$ cat config.mk
export PLATFORM = sky130hd
export DESIGN_NAME = lockup_watchdog
export DESIGN_NICKNAME = d
export VERILOG_FILES = /design/src/rtl/lwd_pkg.sv /design/src/rtl/lwd_gate.sv /design/src/rtl/lwd_regs.sv /design/src/rtl/lwd_counter.sv /design/src/rtl/lockup_watchdog.sv
export SDC_FILE = /design/constraint.sdc
export NUM_CORES = 1
export LEC_CHECK = 0
export ABC_AREA = 1
export ABC_CLOCK_PERIOD_IN_PS = 1500
export BUFFER_PORTS_ARGS = -buffer_cell sky130_fd_sc_hd__buf_2
export CAP_MARGIN = 15
export CORE_UTILIZATION = 50
export CTS_CLUSTER_DIAMETER = 50
export CTS_CLUSTER_SIZE = 8
export DETAILED_ROUTE_END_ITERATION = 8
export GPL_ROUTABILITY_DRIVEN = 0
export GPL_TIMING_DRIVEN = 1
export MAX_ROUTING_LAYER = met4
export PLACE_DENSITY_LB_ADDON = 0.25
export SLEW_MARGIN = 10
export SYNTH_ARGS = -nofsm -noshare
export SYNTH_HDL_FRONTEND = slang
export SYNTH_SLANG_ARGS = --single-unit
$ cat constraint.sdc
create_clock -name clk -period 1.5 [get_ports clk]
set_input_delay 0.3 -clock clk [delete_from_list [all_inputs] [get_ports clk]]
set_output_delay 0.3 -clock clk [all_outputs]
set_load 0.01 [all_outputs]
$ cat src/rtl/lwd_pkg.sv
package lwd_pkg;

    localparam int unsigned LWD_CODE_W   = 4;
    localparam int unsigned LWD_BASE_EXP = 8;
    localparam int unsigned LWD_MAX_CODE = 11;

    // register select on the strobe interface
    typedef enum logic [1:0] {
        SEL_CTRL  = 2'd0,
        SEL_KICK  = 2'd1,
        SEL_CAUSE = 2'd2,
        SEL_NONE  = 2'd3
    } reg_sel_e;

    // CPU state as seen by the counter
    typedef struct packed {
        logic freeze;
        logic wake;
    } gate_t;

    // reasons for starting the count again from zero
    typedef struct packed {
        logic kick;
        logic recode;
        logic wake;
        logic off;
    } restart_t;

    function automatic int unsigned lwd_sat(input int unsigned v, input int unsigned hi);
        return (v > hi) ? hi : v;
    endfunction

endpackage

$ cat src/rtl/lwd_gate.sv
module lwd_gate
    import lwd_pkg::*;
(
    input  logic  clk,
    input  logic  rst,
    input  logic  sleep_i,
    input  logic  deep_sleep_i,
    input  logic  dbg_halt_i,
    output gate_t gate
);

    logic asleep;
    logic asleep_q;

    assign asleep = sleep_i | deep_sleep_i;

    always_ff @(posedge clk) begin
        if (rst) begin
            asleep_q <= 1'b0;
        end else begin
            asleep_q <= asleep;
        end
    end

    always_comb begin
        gate.freeze = asleep | dbg_halt_i;
        gate.wake   = asleep_q & ~asleep;
    end

    // a wake-up is only reported on the cycle the CPU has left sleep
    p_wake_awake_r9: assert property (@(posedge clk) disable iff (rst)
        gate.wake |-> (!sleep_i && !deep_sleep_i));

endmodule

$ cat src/rtl/lwd_regs.sv
module lwd_regs
    import lwd_pkg::*;
#(
    parameter  int unsigned CODE_W   = LWD_CODE_W,
    parameter  int unsigned MAX_CODE = LWD_MAX_CODE,
    localparam int unsigned DATA_W   = CODE_W + 1
)(
    input  logic              clk,
    input  logic              rst,
    input  logic              por,
    input  logic              we,
    input  logic [1:0]        addr,
    input  logic [DATA_W-1:0] wdata,
    input  logic              wake,
    input  logic              hit,
    output logic              en,
    output logic [CODE_W-1:0] code,
    output restart_t          why,
    output logic              status,
    output logic [DATA_W-1:0] rdata
);

    typedef struct packed {
        logic              en;
        logic [CODE_W-1:0] code;
    } ctrl_t;

    localparam logic [CODE_W-1:0] CODE_TOP = CODE_W'(MAX_CODE);
    localparam ctrl_t CTRL_ARM = '{en: 1'b1, code: CODE_TOP};

    reg_sel_e sel;
    ctrl_t    ctrl_q;
    ctrl_t    ctrl_wr;
    logic     wr_ctrl;
    logic     wr_kick;
    logic     wr_clear;
    logic     status_q;

    always_comb begin
        sel          = reg_sel_e'(addr);
        wr_ctrl      = we && (sel == SEL_CTRL);
        wr_kick      = we && (sel == SEL_KICK);
        wr_clear     = we && (sel == SEL_CAUSE) && wdata[0];
        ctrl_wr.en   = wdata[CODE_W];
        ctrl_wr.code = CODE_W'(lwd_sat(32'(wdata[CODE_W-1:0]), MAX_CODE));
    end

    always_ff @(posedge clk) begin
        if (rst) begin
            ctrl_q <= CTRL_ARM;
        end else if (wake) begin
            ctrl_q <= CTRL_ARM;
        end else if (wr_ctrl) begin
            ctrl_q <= ctrl_wr;
        end
    end

    // the cause flag ignores the ordinary reset on purpose
    always_ff @(posedge clk) begin
        if (por) begin
            status_q <= 1'b0;
        end else if (hit) begin
            status_q <= 1'b1;
        end else if (wr_clear) begin
            status_q <= 1'b0;
        end
    end

    always_comb begin
        why.kick   = wr_kick;
        why.recode = wr_ctrl && (ctrl_wr.code != ctrl_q.code);
        why.wake   = wake;
        why.off    = !ctrl_q.en;
    end

    always_comb begin
        unique case (sel)
            SEL_CTRL:  rdata = ctrl_q;
            SEL_CAUSE: rdata = DATA_W'(status_q);
            default:   rdata = '0;
        endcase
    end

    assign en     = ctrl_q.en;
    assign code   = ctrl_q.code;
    assign status = status_q;

    // every reset re-arms enable and the longest period
    p_reset_arms_r1: assert property (@(posedge clk) disable iff (por)
        rst |=> (en && code == CODE_TOP));

    // stored code never exceeds the top code
    p_code_sat_r4: assert property (@(posedge clk) disable iff (rst)
        code <= CODE_TOP);

    // wake-up re-arms the control state
    p_wake_reinit_r9: assert property (@(posedge clk) disable iff (rst)
        wake |=> (en && code == CODE_TOP));

    // an expiry always leaves the flag set
    p_status_set_r10: assert property (@(posedge clk) disable iff (por)
        hit |=> status);

    // the flag only drops on a write of 1 to the cause register
    p_status_sticky_r10: assert property (@(posedge clk) disable iff (por)
        (status && !(we && addr == 2'd2 && wdata[0])) |=> status);

endmodule

$ cat src/rtl/lwd_counter.sv
module lwd_counter
    import lwd_pkg::*;
#(
    parameter  int unsigned CODE_W   = LWD_CODE_W,
    parameter  int unsigned BASE_EXP = LWD_BASE_EXP,
    parameter  int unsigned MAX_CODE = LWD_MAX_CODE,
    localparam int unsigned CNT_W    = BASE_EXP + MAX_CODE
)(
    input  logic              clk,
    input  logic              rst,
    input  logic              en,
    input  logic [CODE_W-1:0] code,
    input  logic              freeze,
    input  logic              clear,
    input  logic              doze,
    output logic              hit,
    output logic              reset_req
);

    logic [CNT_W-1:0] cnt_q;
    logic [CNT_W-1:0] last;
    logic             run;
    logic             req_q;

    // period is 2^(BASE_EXP+code); at the top code the shift wraps to zero
    // and the subtraction yields all ones, which is the right terminal value
    always_comb begin
        last = (CNT_W'(1) << (BASE_EXP + 32'(code))) - CNT_W'(1);
        run  = en && !freeze;
        hit  = run && !clear && (cnt_q == last);
    end

    always_ff @(posedge clk) begin
        if (rst) begin
            cnt_q <= '0;
            req_q <= 1'b0;
        end else begin
            req_q <= hit;
            if (clear || hit) begin
                cnt_q <= '0;
            end else if (run) begin
                cnt_q <= cnt_q + CNT_W'(1);
            end
        end
    end

    assign reset_req = req_q;

    // the request never lasts two cycles
    p_req_single_r11: assert property (@(posedge clk) disable iff (rst)
        req_q |=> !req_q);

    // a request follows the terminal count
    p_req_terminal_r2: assert property (@(posedge clk) disable iff (rst)
        req_q |-> ($past(cnt_q) == $past(last)));

    // a frozen count holds its value
    p_freeze_hold_r7: assert property (@(posedge clk) disable iff (rst)
        (freeze && !clear) |=> (cnt_q == $past(cnt_q)));

    // doze does not stop the count
    p_doze_counts_r7: assert property (@(posedge clk) disable iff (rst)
        (doze && run && !clear && cnt_q != last) |=> (cnt_q == $past(cnt_q) + CNT_W'(1)));

endmodule

$ cat src/rtl/lockup_watchdog.sv
module lockup_watchdog
    import lwd_pkg::*;
#(
    parameter  int unsigned CODE_W   = LWD_CODE_W,
    parameter  int unsigned BASE_EXP = LWD_BASE_EXP,
    parameter  int unsigned MAX_CODE = LWD_MAX_CODE,
    localparam int unsigned DATA_W   = CODE_W + 1
)(
    input  logic              clk,
    input  logic              rst,
    input  logic              por,
    input  logic              sleep_i,
    input  logic              deep_sleep_i,
    input  logic              doze_i,
    input  logic              dbg_halt_i,
    input  logic              reg_we,
    input  logic [1:0]        reg_addr,
    input  logic [DATA_W-1:0] reg_wdata,
    output logic [DATA_W-1:0] reg_rdata,
    output logic              reset_req,
    output logic              wd_status
);

    logic              rst_any;
    gate_t             gate;
    restart_t          why;
    logic              en;
    logic [CODE_W-1:0] code;
    logic              hit;
    logic              clear;

    assign rst_any = rst | por;
    assign clear   = |why;

    lwd_gate u_gate (
        .clk          (clk),
        .rst          (rst_any),
        .sleep_i      (sleep_i),
        .deep_sleep_i (deep_sleep_i),
        .dbg_halt_i   (dbg_halt_i),
        .gate         (gate)
    );

    lwd_regs #(
        .CODE_W   (CODE_W),
        .MAX_CODE (MAX_CODE)
    ) u_regs (
        .clk    (clk),
        .rst    (rst_any),
        .por    (por),
        .we     (reg_we),
        .addr   (reg_addr),
        .wdata  (reg_wdata),
        .wake   (gate.wake),
        .hit    (hit),
        .en     (en),
        .code   (code),
        .why    (why),
        .status (wd_status),
        .rdata  (reg_rdata)
    );

    lwd_counter #(
        .CODE_W   (CODE_W),
        .BASE_EXP (BASE_EXP),
        .MAX_CODE (MAX_CODE)
    ) u_cnt (
        .clk       (clk),
        .rst       (rst_any),
        .en        (en),
        .code      (code),
        .freeze    (gate.freeze),
        .clear     (clear),
        .doze      (doze_i),
        .hit       (hit),
        .reset_req (reset_req)
    );

    // a disabled watchdog raises no request
    p_off_quiet_r6: assert property (@(posedge clk) disable iff (rst_any)
        !en |=> !reset_req);

endmodule

* After elaboration in Yosys (flattened, before gate mapping) *
Index checks and enable logic that the tools add are counted.

word-level totals
  flip-flop bits (word level) = 27
  input port bits = 15
  output and inout bits = 7
  word-level logic and storage cells = 41

cells by class
  add/subtract/negate cells = 3
  order comparisons = 1
  equal/unequal tests = 4
  shift-type cells = 1
  muxes and demuxes = 4
  bitwise operators = 5
  reductions and logical operators = 17

operators by type and width
  operator               number
  $shl 1x32->19 const A  1
  $add 19x1->19 const B  1
  $eq 19x19->1           1
  $sub 19x2->19 const B  1
  $pmux 5 s2             1
  $logic_and 1x1->1      8
  $add 4x4->5 const A    1
  $gt 4x4->1 const B     1
  $mux 4                 1
  $ne 4x4->1             1
  $reduce_or 2->1        2
  $reduce_or 4->1        1
  $logic_not 1->1        3
  $or 1x1->1             3
  $eq 2x1->1 const B     1
  $eq 2x2->1 const B     1
  $logic_not 2->1        1
  $mux 1                 2
  $reduce_bool 2->1      1
  $and 1x1->1            1
  $logic_or 1x1->1       1
  $not 1->1              1

* Logic depth before layout (Yosys ltp) *
Gate-level depths: netlist of the first run.

  depth in word-level cells = 10
  mapped depth = 13
  depth with buffers taken out = 12

* Modules after synthesis *
From an unflattened synthesis of the first run, not the netlist that was laid out.

second synthesis, totals
  cell total of the unflattened synthesis = 310
  area total of the unflattened synthesis = 1895.6 um2

by module, submodules not included
  module           instances  cells an instance  area an instance (um2)  seq. area each (um2)
  lwd_counter      1          234                1437.6                  400.4
  lwd_regs         1          62                 381.6                   120.1
  lwd_gate         1          10                 58.8                    20.0
  lockup_watchdog  1          4                  17.5                    0.0

* Worst setup path before layout of the first run *
Ideal clock, no wire load.

  path type = reg-to-reg
  from = reg u_cnt.cnt_q[0]
  to = reg u_cnt.cnt_q[16]
  setup time = 0.117 ns
  arrival time = 1.402 ns
  path slack = -0.020 ns
  cell stages (with the launch flop) = 10
  path buffers = 0
  period minus slack after synthesis = 1.520 ns
  cells stage by stage = dfxtp_1 -> ha_1 -> nand3_1 -> nor2_4 -> nand2_1 -> nor2_2 -> nand2_1 -> nor2_1 -> xor2_1 -> nor2_1

on the way
  longest elaborated chain between the ends = 4
  elaborated cells on any way between the ends = 5

RTL lines
  element                                                RTL line           source
  start: declaration                                     lwd_counter.sv:20  logic [CNT_W-1:0] cnt_q;
  start signal: assignment                               lwd_counter.sv:42  cnt_q <= cnt_q + CNT_W'(1);
  branches (longest 4 deep; another with $add 19x1->19)  --

Parallel ways; which one is timed is not known.
A chain may end at the register's enable or synchronous reset.

* Final worst setup path of the first run *
  from = reg u_cnt.cnt_q[0]
  to = reg u_cnt.cnt_q[11]

Same word-level chain as after synthesis.

==> results of run 1 <==
## layer usage
layer	share of wire (%)	vias to the layer above
met3	2.9	12
met2	48	41
li1	-	894
met4	3.2	0
met1	46	745
met5	0	-
## metrics by stage
| step | hold slack [ns] | utilization, % |
|---|---|---|
| final | 0.135 | 71.9 |
| after CTS | 0.119 | 68.0 |
| after global placement | 0.483 | 64.8 |
| after detailed placement | 0.484 | 64.8 |
| after floorplan | 0.369 | - |
| after global routing | 0.110 | 71.9 |
## power breakdown
part | internal [µW] | leakage (µW) | switching (µW)
clock | 104 | 0.0000150 | 213
combinational | 78.1 | 0.000768 | 91.6
sequential | 715 | 0.000220 | 5.53
## final timing paths
check	slack, ns	from	to
worst max-delay path	-0.09	u_cnt.cnt_q[0]	u_cnt.cnt_q[11]
worst min-delay path	0.14	por	u_regs.status
worst max register to register	-0.09	u_cnt.cnt_q[0]	u_cnt.cnt_q[11]
worst min register to register	0.51	u_regs.status	u_regs.status
## layout make-up
cell class,count,area (µm²)
Multi-Input combinational cell,188,1070
Fill cell,267,880
Sequential cell,27,563
Timing Repair Buffer,54,393
Inverter,37,144
Tap cell,44,55.1
Clock buffer,4,26.3
## cells by family after synthesis
kind of cell             after synthesis  synth area share [%]
buffers and inverters                 39                  10.2
flip-flops                            27                  32.0
adder cells (fa/ha/maj)                2                  1.48
AO/OA/AOI/OAI                         16                  5.26
XOR/XNOR                              18                  9.33
AND/OR/NAND/NOR                      152                  41.7
## critical path: stages (launching register included)
cell and delay, ns:
dfxtp_4 0.40, ha_4 0.13, nand3_1 0.09, nor2_1 0.12, nand2_1 0.06, nor2_1 0.10
nand2_1 0.09, nor2_2 0.13, nand2_2 0.08, nand3_4 0.11, clkbuf_16 0.17, nor2_2 0.03
## state kept, by name (all words and copies together), names as in the netlist
signal / count
u_regs.code: 4
u_cnt.cnt_q: 19
u_regs.en: 1
u_gate.asleep_q: 1
u_cnt.reset_req: 1
u_regs.status: 1
## cells in the mapped netlist
master | instances | area share [%]
nor2_1 | 30 | 6.7
a211oi_1 | 1 | 0.44
a21oi_1 | 5 | 1.5
nor2_2 | 16 | 5.9
nand2_2 | 4 | 1.5
nand4_1 | 4 | 1.5
dfxtp_1 | 27 | 32
ha_1 | 2 | 1.5
nor2_4 | 4 | 2.7
inv_4 | 1 | 0.37
a21oi_2 | 1 | 0.52
inv_2 | 5 | 1.1
nand3_4 | 1 | 1.0
buf_12 | 1 | 1.2
buf_6 | 1 | 0.67
inv_1 | 31 | 6.9
nor3_1 | 4 | 1.2
o21ai_0 | 8 | 2.4
xnor2_1 | 4 | 2.1
xor2_1 | 14 | 7.3
nand2_1 | 68 | 15
nand3_1 | 21 | 6.2
o211ai_1 | 1 | 0.44
## timing repair
item                                    in CTS  in global routing
hold buffers                                 0                  0
gates cloned                                 0                  1
gates resized for setup                      9                 28
pin swaps                                    2                  6
buffers inserted                             5                  0
endpoints found under the setup margin      24                 25
==> impl_metrics.toml, run 1 <==
[detailed_routing]
wire_per_inst_um = 10.6
vias = 1692
drc = 0
routed_wl_um = 3740
drt_iter0_markers = 71
drtAntennaViolNets = 0
viasPerCell = 4.78
dr.pass1.iters = 4

[synth]
ys_ff_latch = 27
ys_types = 23
syn_area_mm2 = 0.00169
yosysSeqAreaShare_pct = 32.0
synth_cells = 254
syn_area_per_cell_um2 = 6.66
synth_nets = 271
yosysWarnings = 0

[layout]
drive_gt1_share_pct = 36.1
layout_common_cells = "63 x nand2_1, 31 x inv_1, 30 x buf_4"
areaGrowthSynthToFinish_pct = 33.0
final_cells = 354
final_common_cell = "nand2_1"
final_nets = 328
stdcell_area_mm2 = 0.00225
num_antenna_cells = 0

[setup_path]
crit_arrival_ns = 1.82
cp_data_required_time_ns = 1.73
cp-end-kind = "flop"
cp_max_fo = 6
path_class = "reg2reg"
r2r_cells = 11
start_kind = "flop"

[grt]
busiest_layer = "met2"
grt.total_usage_pct = 22.7
grt_max_degree = 15
overflow = 0
grt_use_met3_pct = 2.81
antenna_found_initial = 0
met2_usage_pct = 37.8
grt_pass1_wl_um = 6110
grt_pass1_vias = 1504
grtUsageMet1_pct = 27.5

[clocking]
cts.sinks = 27
tritoncts = "done"
root_buffer = "clkbuf_4"
clockBufferDepth = 2
clk_latency_ns = 0.32
cts.htree.levels = 1
clkTransAtPathRegs_ns = 0.14
numCtsBuffers = 3

[place]
dp_hpwl_um = 2740
place_ws_ns = -0.144
port_buffers = 20
dpl_cell_area_mm2 = 0.00203
dp_cells = 344

[pwr]
ir_worst_vdd_mv = 0.437
p_per_area_mw_per_mm2 = 537
p_total_uw = 1210
p_leak_uw = 0.00100

[floorplan]
initial_core_util_pct = 54.0
dieArea_mm2 = 0.00362
fp.dieW_um = 60.1
die_h_um = 60.1
num_rows = 20
core_area_mm2 = 0.00313
io_pins = 22

[job]
drv_cap = 0

[worst_hold_path]
hold_class = "in2reg"
hold-path-cell-count = 2

[status]
outcome = "finished with violations"
violations = "setup timing"

[sta]
fmax_mhz = 629
setup_violations = 20
worst_pin_slew_ns = 0.306
clock_skew_ns = 0.00109
finalSetupTns_ns = -1.48
rsz0062_at_grt = "yes"
slew_viol_final = 0
period_minus_slack_ns = 1.59
finalCritPeriodShare_pct = 106
fin_ws_ns = -0.0894
timing.slew.headroom_pct = 79.5
hold_viol = 0
(Power assumes the default switching activity.)
==> run 2: changes to the inputs <==
--- a/config.mk
+++ b/config.mk
@@ -9,14 +9,16 @@
 export ABC_CLOCK_PERIOD_IN_PS = 1500
 export BUFFER_PORTS_ARGS = -buffer_cell sky130_fd_sc_hd__buf_2
 export CAP_MARGIN = 15
-export CORE_UTILIZATION = 50
-export CTS_CLUSTER_DIAMETER = 50
+export CELL_PAD_IN_SITES_DETAIL_PLACEMENT = 1
+export CELL_PAD_IN_SITES_GLOBAL_PLACEMENT = 1
+export CORE_UTILIZATION = 36
 export CTS_CLUSTER_SIZE = 8
 export DETAILED_ROUTE_END_ITERATION = 8
 export GPL_ROUTABILITY_DRIVEN = 0
 export GPL_TIMING_DRIVEN = 1
 export MAX_ROUTING_LAYER = met4
 export PLACE_DENSITY_LB_ADDON = 0.25
+export SKIP_CTS_REPAIR_TIMING = 1
 export SLEW_MARGIN = 10
 export SYNTH_ARGS = -nofsm -noshare
 export SYNTH_HDL_FRONTEND = slang
==> impl_metrics.toml, run 2 (synthesis gave the netlist of run 1 again) <==
[layout]
top_regs = "u_cnt.cnt_q: 19 flops, u_regs.code: 4 flops"
largest_register_ff_count = 19
drive_gt1_share_pct = 33.8
num_antenna_cells = 0
top_register = "u_cnt.cnt_q"
areaGrowthSynthToFinish_pct = 30.7
final_nets = 332
layout_common_cells = "67 x nand2_1, 37 x buf_4, 30 x inv_1"
final_common_cell = "nand2_1"

[worst_hold_path]
hold_class = "in2reg"

[place]
dp_hpwl_um = 3560
place_ws_ns = -0.170
port_buffers = 20

[setup_path]
crit_path_frequent_cell = "nor2_4"
max_stage_delay_ns = 0.38
cp-end-kind = "flop"
timing.critical_path.buf_inv = 0
path_cells = "ha_1 > nand3_1 > nor2_4 > nand2_2 > nor2_4 > nand2_1 > nor2_2 > xor2_1 > nor2_1"
cp_data_required_time_ns = 1.67
path_class = "reg2reg"
crit_family = "simple AND/OR/NAND/NOR gates"
start_kind = "flop"
crit_arrival_ns = 1.72
cpMaxStageDelayCell = "dfxtp_4"
cp_max_fo = 4

[floorplan]
fp.dieW_um = 70.5
core_area_mm2 = 0.00444
io_pins = 22
dieArea_mm2 = 0.00497
initial_core_util_pct = 38.0
die_h_um = 70.5
num_rows = 24

[detailed_routing]
wire_per_inst_um = 11.6
dr.pass1.iters = 6
drt_iter0_markers = 39
drc = 9
viasPerCell = 4.70
routed_wl_um = 4260
vias = 1721
drtAntennaViolNets = 0

[sta]
slew_viol_final = 0
finalCritPeriodShare_pct = 103
period_minus_slack_ns = 1.55
worst_pin_slew_ns = 0.367
fmax_mhz = 647
rsz0062_at_grt = "yes"
clock_skew_ns = 0.0118
setup_violations = 11
hold_viol = 0
timing.slew.headroom_pct = 75.5
fin_ws_ns = -0.0463

[clocking]
cts.htree.levels = 1
cts.sinks = 27
clkTransAtPathRegs_ns = 0.10
clockBufferDepth = 2
clk_latency_ns = 0.28
tritoncts = "done"
numCtsBuffers = 3
root_buffer = "clkbuf_8"

[pwr]
p_per_area_mw_per_mm2 = 599
p_leak_uw = 0.00101
p_total_uw = 1320
ir_worst_vdd_mv = 0.339

[job]
drv_cap = 0

[grt]
grt_pass1_vias = 1771
antenna_found_initial = 0
grt_max_degree = 17
grt_pass1_wl_um = 7450
grt.total_usage_pct = 19.2
overflow = 0

[status]
violations = "DRC, setup timing"
outcome = "finished with violations"
run 2: layout make-up:
cell class	instances	area, µm²
clock buffer	3	41.3
clock inverter	1	7.51
fill	617	2230
inverter	37	141
multi-input combinational	188	1000
sequential	27	552
tap	52	65.1
timing repair buffer	58	398
run 2: report_power, final:
group | leakage [µW] | internal (µW) | switching [µW]
logic | 0.000767 | 73.7 | 90.5
clock network | 0.0000217 | 189 | 244
registers | 0.000218 | 720 | 5.03
total | 0.00101 | 983 | 340
run 2: per-stage QoR:
stage / instance area [µm²] / hold slack [ns] / cells / setup TNS, ns / utilization (%)
floorplan: 1690 / 0.369 / 254 / 0 / -
global placement: 2110 / 0.473 / 360 / -1.86 / 47.5
detailed placement: 2110 / 0.476 / 360 / -2.64 / 47.5
CTS: 2160 / 0.163 / 364 / -2.40 / 48.6
global route: 2210 / 0.172 / 366 / -3.14 / 49.7
finish: 2210 / 0.172 / 366 / -0.164 / 49.7
run 2: path summary, 6_finish.rpt:
| check | from | end | cells after the start | slack, ns |
|---|---|---|---|---|
| min | por | u_regs.status | 2 | 0.17 |
| max | u_cnt.cnt_q[0] | u_cnt.cnt_q[16] | 9 | -0.05 |
| max reg2reg | u_cnt.cnt_q[0] | u_cnt.cnt_q[16] | 9 | -0.05 |
| min reg2reg | u_regs.status | u_regs.status | 2 | 0.50 |
run 2: per-layer routing:
metal  wire length, µm  part of all wire [%]  GRT usage (%)
met4                40                  0.94           5.44
met3               107                   2.5           2.31
met1              1970                    46           22.6
met2              2140                    50           34.3
met5                 0                     0              -
